===== src/rtl/tmr_pkg.sv =====
package tmr_pkg;
    localparam int UNIT_W = 8;
    localparam int ADDR_W = 3;

    typedef enum logic [1:0] {
        MD_SPLIT  = 2'd0,
        MD_PWM2   = 2'd1,
        MD_TOG16  = 2'd2,
        MD_T16PWM = 2'd3
    } mode_e;

    typedef enum logic {
        ST_IDLE = 1'b0,
        ST_RUN  = 1'b1
    } state_e;

    localparam logic [ADDR_W-1:0] RA_CTRL   = 3'd0;
    localparam logic [ADDR_W-1:0] RA_PSC    = 3'd1;
    localparam logic [ADDR_W-1:0] RA_PER_LO = 3'd2;
    localparam logic [ADDR_W-1:0] RA_PER_HI = 3'd3;
    localparam logic [ADDR_W-1:0] RA_CMP_LO = 3'd4;
    localparam logic [ADDR_W-1:0] RA_CMP_HI = 3'd5;
endpackage


===== src/rtl/tmr_regs.sv =====
module tmr_regs
    import tmr_pkg::*;
#(
    parameter int W  = UNIT_W,
    parameter int AW = ADDR_W
) (
    input  logic          clk,
    input  logic          rst_n,
    input  logic          we,
    input  logic [AW-1:0] addr,
    input  logic [W-1:0]  wdata,
    output logic          run,
    output logic          ext_sel,
    output mode_e         mode,
    output logic [W-1:0]  psc,
    output logic [W-1:0]  per_lo,
    output logic [W-1:0]  per_hi,
    output logic [W-1:0]  cmp_lo,
    output logic [W-1:0]  cmp_hi
);
    always_ff @(posedge clk) begin
        if (!rst_n) begin
            run     <= 1'b0;
            ext_sel <= 1'b0;
            mode    <= MD_SPLIT;
            psc     <= '0;
            per_lo  <= '0;
            per_hi  <= '0;
            cmp_lo  <= '0;
            cmp_hi  <= '0;
        end else if (we) begin
            unique case (addr)
                RA_CTRL: begin
                    run     <= wdata[0];
                    ext_sel <= wdata[1];
                    mode    <= mode_e'(wdata[3:2]);
                end
                RA_PSC:    psc    <= wdata;
                RA_PER_LO: per_lo <= wdata;
                RA_PER_HI: per_hi <= wdata;
                RA_CMP_LO: cmp_lo <= wdata;
                RA_CMP_HI: cmp_hi <= wdata;
                default: ;
            endcase
        end
    end
endmodule


===== src/rtl/tmr_prescaler.sv =====
module tmr_prescaler #(
    parameter int W = 8
) (
    input  logic         clk,
    input  logic         rst_n,
    input  logic         en,
    input  logic [W-1:0] psc,
    output logic         tick
);
    logic [W-1:0] div_q;

    assign tick = en && (div_q >= psc);

    always_ff @(posedge clk) begin
        if (!rst_n)        div_q <= '0;
        else if (!en)      div_q <= '0;
        else if (tick)     div_q <= '0;
        else               div_q <= div_q + 1'b1;
    end

    // after a tick the next tick is one full divide away unless divide is 1
    a_r2_tick_gap: assert property (@(posedge clk) disable iff (!rst_n)
        tick |=> (!tick || psc == '0));
endmodule


===== src/rtl/tmr_extsync.sv =====
module tmr_extsync #(
    parameter int STAGES = 3
) (
    input  logic clk,
    input  logic rst_n,
    input  logic pin,
    output logic rise
);
    logic [STAGES-1:0] sync_q;

    always_ff @(posedge clk) begin
        if (!rst_n) sync_q <= '0;
        else        sync_q <= {sync_q[STAGES-2:0], pin};
    end

    assign rise = sync_q[STAGES-2] & ~sync_q[STAGES-1];
endmodule


===== src/rtl/tmr_core.sv =====
module tmr_core
    import tmr_pkg::*;
#(
    parameter int W = UNIT_W
) (
    input  logic         clk,
    input  logic         rst_n,
    input  logic         run,
    input  logic         ext_sel,
    input  mode_e        mode,
    input  logic [W-1:0] per_lo,
    input  logic [W-1:0] per_hi,
    input  logic [W-1:0] cmp_lo,
    input  logic [W-1:0] cmp_hi,
    input  logic         tick,
    input  logic         ext_ev,
    output logic         active,
    output logic         wave_a,
    output logic         wave_b,
    output logic         irq_lo,
    output logic         irq_hi
);
    localparam logic [W-1:0] TOP_V = {W{1'b1}};

    state_e         state_q, state_d;
    mode_e          run_mode;
    logic           run_ext;
    logic [W-1:0]   cnt_lo, cnt_hi;
    logic [W-1:0]   act_lo, act_hi;
    logic [2*W-1:0] cnt_w, per_w;
    logic           ev_cnt;

    assign cnt_w  = {cnt_hi, cnt_lo};
    assign per_w  = {per_hi, per_lo};
    assign ev_cnt = run_ext ? ext_ev : tick;
    assign active = (state_q == ST_RUN);

    always_comb begin
        state_d = state_q;
        unique case (state_q)
            ST_IDLE: if (run) state_d = ST_RUN;
            ST_RUN:  if (!run || mode != run_mode || ext_sel != run_ext)
                         state_d = ST_IDLE;
            default: state_d = ST_IDLE;
        endcase
    end

    always_ff @(posedge clk) begin
        if (!rst_n) state_q <= ST_IDLE;
        else        state_q <= state_d;
    end

    always_ff @(posedge clk) begin
        if (!rst_n) begin
            run_mode <= MD_SPLIT;
            run_ext  <= 1'b0;
            cnt_lo   <= '0;
            cnt_hi   <= '0;
            act_lo   <= '0;
            act_hi   <= '0;
            wave_a   <= 1'b0;
            wave_b   <= 1'b0;
            irq_lo   <= 1'b0;
            irq_hi   <= 1'b0;
        end else if (state_q == ST_IDLE) begin
            run_mode <= mode;
            run_ext  <= ext_sel;
            cnt_lo   <= '0;
            cnt_hi   <= '0;
            act_lo   <= cmp_lo;
            act_hi   <= cmp_hi;
            wave_a   <= 1'b0;
            wave_b   <= 1'b0;
            irq_lo   <= 1'b0;
            irq_hi   <= 1'b0;
        end else begin
            irq_lo <= 1'b0;
            irq_hi <= 1'b0;
            unique case (run_mode)
                MD_SPLIT: begin
                    if (tick) begin
                        if (cnt_lo == per_lo) begin
                            cnt_lo <= '0;
                            wave_a <= ~wave_a;
                            irq_lo <= 1'b1;
                        end else begin
                            cnt_lo <= cnt_lo + 1'b1;
                        end
                    end
                    if (ev_cnt) begin
                        if (cnt_hi == per_hi) begin
                            cnt_hi <= '0;
                            wave_b <= ~wave_b;
                            irq_hi <= 1'b1;
                        end else begin
                            cnt_hi <= cnt_hi + 1'b1;
                        end
                    end
                end
                MD_PWM2: begin
                    wave_a <= (cnt_lo < act_lo);
                    wave_b <= (cnt_hi < act_hi);
                    if (tick) begin
                        cnt_lo <= cnt_lo + 1'b1;
                        cnt_hi <= cnt_hi + 1'b1;
                        if (cnt_lo == TOP_V) begin
                            act_lo <= cmp_lo;
                            irq_lo <= 1'b1;
                        end
                        if (cnt_hi == TOP_V) begin
                            act_hi <= cmp_hi;
                            irq_hi <= 1'b1;
                        end
                    end
                end
                MD_TOG16: begin
                    if (ev_cnt) begin
                        if (cnt_w == per_w) begin
                            {cnt_hi, cnt_lo} <= '0;
                            wave_b <= ~wave_b;
                            irq_hi <= 1'b1;
                        end else begin
                            {cnt_hi, cnt_lo} <= cnt_w + 1'b1;
                        end
                        if (cnt_lo == cmp_lo) begin
                            wave_a <= ~wave_a;
                            irq_lo <= 1'b1;
                        end
                    end
                end
                MD_T16PWM: begin
                    wave_a <= (cnt_lo < act_lo);
                    if (tick) begin
                        if (cnt_w == per_w) begin
                            {cnt_hi, cnt_lo} <= '0;
                            wave_b <= ~wave_b;
                            irq_hi <= 1'b1;
                            act_lo <= cmp_lo;
                            irq_lo <= 1'b1;
                        end else begin
                            {cnt_hi, cnt_lo} <= cnt_w + 1'b1;
                            if (cnt_lo == TOP_V) begin
                                act_lo <= cmp_lo;
                                irq_lo <= 1'b1;
                            end
                        end
                    end
                end
                default: ;
            endcase
        end
    end

    // a stopped timer drives quiet pins and flags
    a_r1_idle_quiet: assert property (@(posedge clk) disable iff (!rst_n)
        (state_q == ST_IDLE) |=> (!wave_a && !wave_b && !irq_lo && !irq_hi));

    // in split mode the low pin only moves on a low-unit match
    a_r3_toggle_flag: assert property (@(posedge clk) disable iff (!rst_n)
        (state_q == ST_RUN && $past(state_q) == ST_RUN && run_mode == MD_SPLIT
         && wave_a != $past(wave_a)) |-> irq_lo);

    // a zero duty leaves the PWM pin low
    a_r6_zero_low: assert property (@(posedge clk) disable iff (!rst_n)
        (state_q == ST_RUN && (run_mode == MD_PWM2 || run_mode == MD_T16PWM)
         && act_lo == '0) |=> !wave_a);

    // the working duty changes only at a period boundary
    a_r7_cmp_hold: assert property (@(posedge clk) disable iff (!rst_n)
        (state_q == ST_RUN && $past(state_q) == ST_RUN
         && (run_mode == MD_PWM2 || run_mode == MD_T16PWM)
         && act_lo != $past(act_lo)) |-> irq_lo);
endmodule


===== src/rtl/pwm_toggle_timer.sv =====
module pwm_toggle_timer
    import tmr_pkg::*;
#(
    parameter int W  = UNIT_W,
    parameter int AW = ADDR_W
) (
    input  logic          clk,
    input  logic          rst_n,
    input  logic          cfg_we,
    input  logic [AW-1:0] cfg_addr,
    input  logic [W-1:0]  cfg_wdata,
    input  logic          ext_cnt_in,
    output logic          wave_a,
    output logic          wave_b,
    output logic          irq_lo,
    output logic          irq_hi
);
    logic         run, ext_sel, tick, ext_ev, active;
    mode_e        mode;
    logic [W-1:0] psc, per_lo, per_hi, cmp_lo, cmp_hi;

    tmr_regs #(.W(W), .AW(AW)) u_regs (
        .clk(clk), .rst_n(rst_n), .we(cfg_we), .addr(cfg_addr), .wdata(cfg_wdata),
        .run(run), .ext_sel(ext_sel), .mode(mode), .psc(psc),
        .per_lo(per_lo), .per_hi(per_hi), .cmp_lo(cmp_lo), .cmp_hi(cmp_hi)
    );

    tmr_prescaler #(.W(W)) u_psc (
        .clk(clk), .rst_n(rst_n), .en(active), .psc(psc), .tick(tick)
    );

    tmr_extsync #(.STAGES(3)) u_sync (
        .clk(clk), .rst_n(rst_n), .pin(ext_cnt_in), .rise(ext_ev)
    );

    tmr_core #(.W(W)) u_core (
        .clk(clk), .rst_n(rst_n), .run(run), .ext_sel(ext_sel), .mode(mode),
        .per_lo(per_lo), .per_hi(per_hi), .cmp_lo(cmp_lo), .cmp_hi(cmp_hi),
        .tick(tick), .ext_ev(ext_ev), .active(active),
        .wave_a(wave_a), .wave_b(wave_b), .irq_lo(irq_lo), .irq_hi(irq_hi)
    );
endmodule


===== config.mk =====
export PLATFORM = sky130hd
export DESIGN_NAME = pwm_toggle_timer
export DESIGN_NICKNAME = d
export VERILOG_FILES = /design/src/rtl/tmr_pkg.sv /design/src/rtl/tmr_regs.sv /design/src/rtl/tmr_prescaler.sv /design/src/rtl/tmr_extsync.sv /design/src/rtl/tmr_core.sv /design/src/rtl/pwm_toggle_timer.sv
export SDC_FILE = /design/constraint.sdc
export NUM_CORES = 1
export LEC_CHECK = 0
export ABC_AREA = 1
export CORE_UTILIZATION = 59
export CTS_CLUSTER_DIAMETER = 30
export DETAILED_ROUTE_END_ITERATION = 16
export DONT_BUFFER_PORTS = 1
export HOLD_SLACK_MARGIN = 0.08
export PLACE_DENSITY = 0.77
export SYNTH_ARGS = -nofsm -noshare
export SYNTH_HDL_FRONTEND = slang
export SYNTH_SLANG_ARGS = --single-unit

===== constraint.sdc =====
create_clock -name clk -period 2.08 [get_ports clk]
set_input_delay 0.416 -clock clk [delete_from_list [all_inputs] [get_ports clk]]
set_output_delay 0.416 -clock clk [all_outputs]
set_load 0.02 [all_outputs]

==> run summary <==
status -> completed
via count -> 4726
Data arrival, critical path -> 2.20 ns
sequential share of power -> 55.0%
Synth area leader -> dfxtp_1
worst-case hold slack -> 0.142 ns
Finished Layout Cells -> 882
GRT overflow -> 0
worst path cell trace -> inv_1 -> nand2_1 -> nand2_1 -> nor2_1 -> nand2_1 -> nor2_2 -> nand2_2 -> nand2_2 -> nand3_2 -> o21ai_4 -> nor2_1
total clock buffers created by CTS -> 9
FMAX -> 516 MHz
sequential area share after synthesis -> 37.5%
diode count -> 0
Worst Setup End Kind -> flop
sw frac -> 26.3%
CTS Sinks -> 95
die area -> 0.00898 mm2
CORE AREA -> 0.00826 mm2
leading cell type by number of instances after synthesis -> nand2_1
Pwr Total -> 3.44 mW
min-delay worst type -> in2reg
top cells by area, synth -> dfxtp_1, nand2_1, nor2_1
initial antenna violation count -> 0
CP most frequent cell -> nand2_1
max cap viols -> 0
1st-pass router iterations -> 5
Mapped Area -> 0.00508 mm2
Int Pwr -> 2.54 mW
synth cell count leaders -> nand2_1, nor2_1, inv_1, dfxtp_1, o21ai_0
FF/Latch Area -> 0.00190 mm2
Setup-failing EPs final -> 0
hold-critical path depth -> 2
Yosys reg bits -> 95
Final Cycle Share -> 93.1%
WL final -> 12.3 mm
Residual DRC -> 0
Clk pwr share -> 36.3%
Root Buffer Master -> clkbuf_8
fin crit period -> 1.94 ns
Hold Fails Final Rpt -> 0
peak supply drop -> 0.612 mV
layout cell share with drive strength beyond 1 -> 9.14%
Synth warnings -> 0
Slowest-stage cell, CP -> dfxtp_1
drt wl/cell -> 14.0 um
die height -> 94.8 um
Starting Density -> 61.5%
CTS tree -> yes
final weighted congestion in routability-driven placement -> 0.944
fillcell total -> 733
Slew headroom -> 65.3%
dpl hpwl -> 9.01 mm
P per Cell Area -> 612 mW/mm2
Routed Antenna Nets -> 0
hold_buf cts -> 0
Layout area overhead -> 10.8%
Syn Area/Cell -> 6.71 um2
CTS H-tree depth -> 3
Final nets -> 812
CP peak stage delay -> 0.50 ns
global-route wire length before repair -> 20.3 mm
Syn Nets -> 796
placement row count -> 33
CTS Buffer Depth -> 2
Distinct cells, synth -> 29
Via density -> 5.36
Worst Path Max Fanout -> 8
startpoint types -> flop
Top FF cell, synth -> dfxtp_1
dpl cells -> 865
vias in the first global route -> 4295
Async SR Flop Fraction -> 0%
PortBufs -> 0
Setup CP Type -> reg2reg
FF-to-FF path depth -> 11
Die W -> 94.8 um
Core Util, Final -> 68.1%
P_sw -> 905 uW
overall global routing resource usage -> 29.2%
Req. time, crit path -> 2.34 ns
Clk Latency, worst-skew pair -> 0.37 ns
clock slew at reported path FFs -> 0.10 ns
Synth top area share -> 37.5%
post-CTS setup repair buffer count -> 0
number of enable flip-flop cells after synthesis -> 0
post-route clock skew -> 0.0110 ns
Mapped Cells -> 756
initial drt markers -> 404
Multi-input gate area -> 0.00281 mm2
Slew @ Worst Pin -> 0.520 ns
RSZ-0062 raised after global routing -> no
largest net degree at the start of global routing -> 67
Gate power share -> 8.7%
number of top-level pins -> 19
P_leak -> 2.46 nW
Final Max Slew Viols -> 0
post-route setup TNS -> 0 ns
## cell families after synthesis
family                   count (synthesis)  synth area share, %
AND/OR/NAND/NOR                        343                 28.1
XOR/XNOR                                24                 4.14
AO/OA/AOI/OAI                          142                 14.6
adder cells (fa/ha/maj)                 25                 6.16
buffers and inverters                  127                 9.51
flip-flops                              95                 37.5
## repair_timing
action | CTS | global route
endpoints found under the hold margin | 0 | 0
cloned | 0 | 1
pin swaps | 0 | 10
endpoints found under the setup margin | 6 | 33
gates resized for setup | 2 | 33
## path summary, 6_finish.rpt
kind | from | endpoint | slack (ns)
setup / recovery | u_core.cnt_lo[4] | u_core.cnt_lo[6] | 0.14
hold / removal | rst_n | u_sync.sync_q[0] | 0.14
setup reg to reg | u_core.cnt_lo[4] | u_core.cnt_lo[6] | 0.14
hold reg to reg | u_sync.sync_q[0] | u_sync.sync_q[1] | 0.43
## flip-flops by register name, indices dropped and copies added, names as in the netlist
name	cells
u_core.act_hi	8
u_core.act_lo	8
u_core.active	1
u_core.cnt_hi	8
u_core.cnt_lo	8
u_core.irq_hi	1
u_core.irq_lo	1
u_core.run_ext	1
u_core.run_mode	2
u_core.wave_a	1
u_core.wave_b	1
u_psc.div_q	8
u_regs.cmp_hi	8
u_regs.cmp_lo	8
u_regs.ext_sel	1
u_regs.mode	2
u_regs.per_hi	8
u_regs.per_lo	8
u_regs.psc	8
u_regs.run	1
u_sync.sync_q	3
## placed cells by master (no fill, tap or decap), types with 14 or more instances in the layout
master and count:
ha_1 24, nand4_1 14, o21ai_0 70, xor2_1 15
dfxtp_1 94, nor2_1 121, inv_1 104, nand3_1 28
buf_4 20, a21oi_1 56, nand2_1 146
## cell type report
| type | count | area share [%] |
|---|---|---|
| flip-flops and latches | 95 | 33.8 |
| inverters | 109 | 7.32 |
| repair buffers | 22 | 3.07 |
| clock buffers | 10 | 2.27 |
| multi-input cells | 535 | 49.9 |
| well taps | 105 | 2.34 |
| clock inverters | 6 | 1.25 |
## worst max-delay path: cells and delay by family, from the launching register on
| kind | cells | cell delay [ns] |
|---|---|---|
| flops | 1 | 0.50 |
| compound gates | 1 | 0.26 |
| buf+inv | 1 | 0.16 |
| simple gates | 9 | 0.91 |
## metal layers
metal / wire length, um / global-route usage (%) / share of wire [%]
met5: 0 / 0 / 0
met4: 224 / 8.46 / 1.8
met3: 998 / 6.04 / 8.1
met2: 5560 / 48.0 / 45
met1: 5570 / 38.6 / 45
## power groups by stage
stage	combinational, mW	clock (mW)	sequential (mW)
final	0.301	1.25	1.89
after floorplan	0.237	0	1.92
after CTS	0.279	1.25	1.89
after detailed placement	0.277	0	1.93
after global placement	0.269	0	1.93
after global routing	0.341	1.32	1.90
## stage by stage
stage          setup slack, ns  instance area (um2)
6_report                 0.143                 5620
5_1_grt               0.000917                 5620
4_1_cts                 0.0378                 5500
3_5_place_dp           -0.0582                 5300
3_3_place_gp            0.0744                 5300
2_1_floorplan            0.296                 5080
(Power assumes the default switching activity.)
